## src/rtl/casc_fifo_pkg.sv

```systemverilog
package casc_fifo_pkg;
  // Source feeding the head register in a given cycle
  typedef enum logic [1:0] {
    HEAD_HOLD   = 2'd0,  // keep current word
    HEAD_RAM    = 2'd1,  // load the word at the RAM read pointer
    HEAD_BYPASS = 2'd2,  // load the incoming write word directly
    HEAD_DRAIN  = 2'd3   // head consumed and nothing to replace it
  } head_src_e;
endpackage

```

## src/rtl/casc_fifo_ram.sv

```systemverilog
module casc_fifo_ram #(
  parameter int DATA_W = 8,
  parameter int ADDR_W = 4
) (
  input  logic              clk,
  input  logic              we,
  input  logic [ADDR_W-1:0] waddr,
  input  logic [DATA_W-1:0] wdata,
  input  logic [ADDR_W-1:0] raddr,
  output logic [DATA_W-1:0] rdata
);
  localparam int DEPTH = 1 << ADDR_W;

  logic [DATA_W-1:0] mem [DEPTH];

  always_ff @(posedge clk) begin
    if (we) mem[waddr] <= wdata;
  end

  // Asynchronous read lets the head register refill in the same cycle
  assign rdata = mem[raddr];
endmodule

```

## src/rtl/casc_fifo_ctrl.sv

```systemverilog
module casc_fifo_ctrl
  import casc_fifo_pkg::*;
#(
  parameter int ADDR_W = 4
) (
  input  logic              clk,
  input  logic              rst,
  input  logic              wr_n,
  input  logic              rd_n,
  output logic              full,
  output logic              empty,
  output logic              ram_we,
  output logic [ADDR_W-1:0] ram_waddr,
  output logic [ADDR_W-1:0] ram_raddr,
  output head_src_e         head_src
);
  localparam int DEPTH = 1 << ADDR_W;
  localparam int PTR_W = ADDR_W + 1;

  logic [PTR_W-1:0] wptr, rptr, ram_cnt, cnt_nxt;
  logic             head_vld, head_vld_nxt, full_q;
  logic             wr_acc, rd_acc, take, ram_has, ram_re;

  assign wr_acc  = !wr_n && !full_q;
  assign rd_acc  = !rd_n && head_vld;
  assign ram_cnt = wptr - rptr;
  assign ram_has = (ram_cnt != '0);
  assign take    = !head_vld || rd_acc;

  always_comb begin
    if (!take)          head_src = HEAD_HOLD;
    else if (ram_has)   head_src = HEAD_RAM;
    else if (wr_acc)    head_src = HEAD_BYPASS;
    else                head_src = HEAD_DRAIN;
  end

  assign ram_we = wr_acc && (head_src != HEAD_BYPASS);
  assign ram_re = (head_src == HEAD_RAM);

  always_comb begin
    case (head_src)
      HEAD_RAM, HEAD_BYPASS: head_vld_nxt = 1'b1;
      HEAD_DRAIN:            head_vld_nxt = 1'b0;
      default:               head_vld_nxt = head_vld;
    endcase
  end

  assign cnt_nxt = ram_cnt + PTR_W'(ram_we) - PTR_W'(ram_re);

  always_ff @(posedge clk) begin
    if (rst) begin
      wptr     <= '0;
      rptr     <= '0;
      head_vld <= 1'b0;
      full_q   <= 1'b0;
    end else begin
      if (ram_we) wptr <= wptr + 1'b1;
      if (ram_re) rptr <= rptr + 1'b1;
      head_vld <= head_vld_nxt;
      full_q   <= head_vld_nxt && (cnt_nxt == PTR_W'(DEPTH));
    end
  end

  assign ram_waddr = wptr[ADDR_W-1:0];
  assign ram_raddr = rptr[ADDR_W-1:0];
  assign full      = full_q;
  assign empty     = !head_vld;

  assert_no_ram_overflow_R2: assert property (@(posedge clk) disable iff (rst)
    ram_we |-> (ram_cnt != PTR_W'(DEPTH)));
  assert_flags_exclusive_R1: assert property (@(posedge clk) disable iff (rst)
    !(full && empty));
  assert_fill_from_empty_R5: assert property (@(posedge clk) disable iff (rst)
    (empty && !wr_n) |=> !empty);
  assert_full_read_frees_R8: assert property (@(posedge clk) disable iff (rst)
    (full && !rd_n) |=> !full);
  assert_refill_no_gap_R6: assert property (@(posedge clk) disable iff (rst)
    (rd_acc && ram_has) |=> !empty);
  assert_empty_after_read_R9: assert property (@(posedge clk) disable iff (rst)
    $rose(empty) |-> $past(rd_acc));
  assert_full_after_write_R9: assert property (@(posedge clk) disable iff (rst)
    $rose(full) |-> $past(wr_acc));
endmodule

```

## src/rtl/casc_fifo_head.sv

```systemverilog
module casc_fifo_head
  import casc_fifo_pkg::*;
#(
  parameter int DATA_W = 8
) (
  input  logic              clk,
  input  logic              rst,
  input  head_src_e         head_src,
  input  logic [DATA_W-1:0] ram_rdata,
  input  logic [DATA_W-1:0] wr_data,
  output logic [DATA_W-1:0] head_data
);
  always_ff @(posedge clk) begin
    if (rst) begin
      head_data <= '0;
    end else begin
      case (head_src)
        HEAD_RAM:    head_data <= ram_rdata;
        HEAD_BYPASS: head_data <= wr_data;
        default:     head_data <= head_data;
      endcase
    end
  end
endmodule

```

## src/rtl/casc_fifo.sv

```systemverilog
module casc_fifo
  import casc_fifo_pkg::*;
#(
  parameter int DATA_W = 8,
  parameter int ADDR_W = 4
) (
  input  logic              clk,
  input  logic              rst,
  input  logic              wr_n,
  input  logic [DATA_W-1:0] wr_data,
  output logic              full,
  input  logic              rd_n,
  output logic [DATA_W-1:0] rd_data,
  output logic              empty
);
  logic              ram_we;
  logic [ADDR_W-1:0] ram_waddr, ram_raddr;
  logic [DATA_W-1:0] ram_rdata;
  head_src_e         head_src;

  casc_fifo_ctrl #(.ADDR_W(ADDR_W)) ctrl_i (
    .clk(clk), .rst(rst), .wr_n(wr_n), .rd_n(rd_n),
    .full(full), .empty(empty), .ram_we(ram_we),
    .ram_waddr(ram_waddr), .ram_raddr(ram_raddr), .head_src(head_src)
  );

  casc_fifo_ram #(.DATA_W(DATA_W), .ADDR_W(ADDR_W)) ram_i (
    .clk(clk), .we(ram_we), .waddr(ram_waddr), .wdata(wr_data),
    .raddr(ram_raddr), .rdata(ram_rdata)
  );

  casc_fifo_head #(.DATA_W(DATA_W)) head_i (
    .clk(clk), .rst(rst), .head_src(head_src),
    .ram_rdata(ram_rdata), .wr_data(wr_data), .head_data(rd_data)
  );

  assert_head_stable_R4: assert property (@(posedge clk) disable iff (rst)
    (!empty && rd_n) |=> (!empty && $stable(rd_data)));
  assert_read_when_empty_R3: assert property (@(posedge clk) disable iff (rst)
    (empty && wr_n) |=> empty);
endmodule

```

## config.mk

```make
export PLATFORM = sky130hd
export DESIGN_NAME = casc_fifo
export DESIGN_NICKNAME = d
export VERILOG_FILES = /design/src/rtl/casc_fifo_pkg.sv /design/src/rtl/casc_fifo_ram.sv /design/src/rtl/casc_fifo_ctrl.sv /design/src/rtl/casc_fifo_head.sv /design/src/rtl/casc_fifo.sv
export SDC_FILE = /design/constraint.sdc
export NUM_CORES = 1
export LEC_CHECK = 0
export ABC_AREA = 1
export BUFFER_PORTS_ARGS = -buffer_cell sky130_fd_sc_hd__buf_2
export CAP_MARGIN = 20
export CORE_ASPECT_RATIO = 0.75
export CORE_UTILIZATION = 40
export DETAILED_ROUTE_END_ITERATION = 10
export HOLD_SLACK_MARGIN = 0.12
export PLACE_DENSITY = 0.63
export RECOVER_POWER = 25
export SYNTH_ARGS = -nofsm -noshare
export SYNTH_HDL_FRONTEND = slang
export SYNTH_SLANG_ARGS = --single-unit
```

## constraint.sdc

```tcl
create_clock -name clk -period 3.76 [get_ports clk]
set_input_delay 0.188 -clock clk [delete_from_list [all_inputs] [get_ports clk]]
set_output_delay 0.188 -clock clk [all_outputs]
set_load 0.01 [all_outputs]
```

==> reports/metrics.cfg <==
[power]
swShare_pct=33.8
vdd_drop_max_uv=472
combPwrFrac_pct=35.8
p_int_mw=3.95
p_clk_share_pct=30.1
power.switching_mw=2.02
power_density_nw_per_um2=769
seqPwrFrac_pct=34.1
power.leakage_nw=2.98

[clock_tree]
path_clk_slew_ps=60
numCtsBuffers=17
tritoncts=yes
clock-root-buffer=clkbuf_16
clk_latency_ps=420
htreeDepth=4
clock_path_buffers=2
clock-sinks=152

[placed_design]
routabilityCongestion=0.849
dpl-instance-area_um2=6990
port_buffers=21
dpl.hpwl_mm=9.66

[timing]
hold_violations=0
slew_headroom_pct=44.6
fin_skew_ps=10.3
hold_ws_ps=204
setup_viol=0
timing.final.crit_share_pct=96.3
tightest_slew_ps=832
final_max_slew_viol_count=0
period_minus_slack_ps=3620
max_clock_freq_mhz=276

[detailed_routing]
finalWirelength_mm=15.2
post-route-drc-count=0
vias_per_cell=5.11
firstDrtPassIters=5
ant_nets=0
initialDrtViolationCount=325
vias=4581
wire_per_inst_um=16.9

[global_route]
grt_pass1_vias=4569
antenna_found_initial=0
grt.overflow.total=0
track_usage_pct=19.5
grt_pass1_wl_mm=24.3
grt_max_degree=65

[floorplan]
die_area_um2=17000
placementRows=40
coreArea_um2=16000
die_w_um=150
die_h_um=113
ios=22
initial_core_util_pct=41.0

[setup_path]
cp_slowest_cell=fa_2
rr_worst_depth=22
critical_path_arrival_ps=3940
crit_required_ps=4080
critical_path.top_delay_family=adder cells
endpoint_kind=flip-flop
cp_cell_sequence=inv_2, ha_2, inv_2, fa_2, xor2_2, inv_1, ha_2, and3_4, nand3_1, nand2_1, ha_2, inv_2, nand2_4, ha_4, inv_1, ha_4, fa_2, a21oi_2, o21bai_1, nand2b_4, a21oi_2, nor2_1
regToRegEndpoint=ctrl_i.full
r2r_slack_ps=140
worst-path-buf-inv=5
start_kind=flip-flop
reg2reg_from=ctrl_i.wptr[0]
path_class=flip-flop to flip-flop
crit_fanout=2
max_stage_delay_ps=410

[status]
status=complete, no violations

[yosys]
synthesis.nets=657
ys_seq_area_share_pct=65.8
ys_types=27
synth_area_leaders=edfxtp_1 (58%), nand2_1 (9.8%), dfxtp_1 (7.3%)
synth.ff_latch_count=152
syn_area_per_cell_um2=10.5
yosysTopAreaCell=edfxtp_1
ys_warn_count=0
syn-cell-area_um2=6570
synth_cells=626
synth.top_cell.area_share_pct=58.5

[layout]
syn_to_final_growth_pct=18.1
layout-drive-gt1-share_pct=14.3
layout_commonest_cell=nand2_1
final_nets=706
final_area_um2=7760
insertedDiodeCount=0
final_cell_mix=nand2_1 (170), edfxtp_1 (128), nor2_1 (85), nand3_1 (80), buf_4 (32)

[min_path]
hold_class=input port to flip-flop
hold_depth=1
whs_endpoint=ram_i.mem[7][1]
hp-start=wr_data[1]

[run]
cap_violations=0

worst reg2reg max path: stages, from the launching register on:
cell and delay [ps]:
dfxtp_2 320, inv_2 50, ha_2 160, inv_2 40, fa_2 410, xor2_2 180, inv_1 80, ha_2 180
and3_4 180, nand3_1 70, nand2_1 80, ha_2 190, inv_2 80, nand2_4 70, ha_4 280, inv_1 50
ha_4 160, fa_2 370, a21oi_2 130, o21bai_1 110, nand2b_4 160, a21oi_2 110, nor2_1 50
routing by layer:
metal	part of all wire, %	track usage (%)
met2	46	30.3
met4	1.2	5.39
met3	6.7	5.04
met1	46	27.1
met5	0	0
flip-flops by register name, indices dropped and copies added, names as in the netlist, named ones only:
signal and cells:
ctrl_i.wptr 5, ram_i.mem 128, head_i.head_data 8, ctrl_i.head_vld 1
ctrl_i.full 1, ctrl_i.rptr 5
cell type report:
type                       count  area [µm²]
fill                        1457        8260
sequential                   152        4330
multi-input combinational    420        2070
clock buffer                  19         433
timing repair buffer          56         379
tap                          210         263
clock inverter                12         181
inverter                      28         105
power by group through the flow:
stage,Clock (mW),Sequential (mW),Combinational (mW)
2_1_floorplan,0,2.07,1.40
3_3_place_gp,0,2.06,1.84
3_5_place_dp,0,2.07,1.91
4_1_cts,1.81,2.03,1.94
5_1_grt,1.88,2.05,2.43
6_report,1.79,2.04,2.14
stage by stage:
step	TNS [ps]	util, %	std cells	power [mW]	worst slack [ps]
4_1_cts	0	47.7	894	5.79	45.6
3_3_place_gp	0	43.6	860	3.91	73.4
5_1_grt	-59.1	48.5	897	6.35	-59.1
3_5_place_dp	-70.1	43.6	860	3.97	-70.1
6_report	0	48.5	897	5.97	137
2_1_floorplan	0	-	626	3.47	7.99
worst max path at each step:
stage          slack, ps          end      startpoint  cells after the start
2_1_floorplan          8  ctrl_i.full  ctrl_i.wptr[0]                     22
3_3_place_gp          70  ctrl_i.full  ctrl_i.wptr[0]                     22
3_5_place_dp         -70  ctrl_i.full  ctrl_i.wptr[0]                     22
4_1_cts               50  ctrl_i.full  ctrl_i.wptr[0]                     22
5_1_grt              -60  ctrl_i.full  ctrl_i.wptr[0]                     23
6_report             140  ctrl_i.full  ctrl_i.wptr[0]                     22
cell usage after synthesis:
cell / instances
o21ai_1: 15
ha_1: 17
nor2_2: 1
nand3_1: 81
inv_1: 26
buf_6: 7
a21oi_1: 23
fa_1: 2
a211oi_1: 1
nand2b_1: 1
buf_2: 14
and3_1: 1
nand2_1: 171
o21ai_0: 11
dfxtp_1: 24
nand4_1: 1
nor3_1: 2
xnor2_1: 3
inv_2: 2
clkbuf_2: 2
edfxtp_1: 128
clkbuf_1: 3
o21bai_1: 1
xor2_1: 2
nor4_1: 1
nor2_1: 85
a21o_1: 1
kinds of logic after synthesis:
logic type / count (synthesis) / synth area share (%)
DFF: 152 / 65.8
AOI/OAI and AO/OA: 52 / 4.07
and+or+nand+nor: 344 / 21.4
buffers and inverters: 54 / 4.19
adders and majority gates: 19 / 3.85
xor gates and xnor gates: 5 / 0.667
repair_timing:
action	CTS	global route
pin swaps	0	11
setup buffers	1	2
setup endpoints to repair	1	1
hold endpoints to repair	3	0
resized for setup	2	21
hold buffers	2	0
Note: power is estimated with default switching activity, not from simulation.
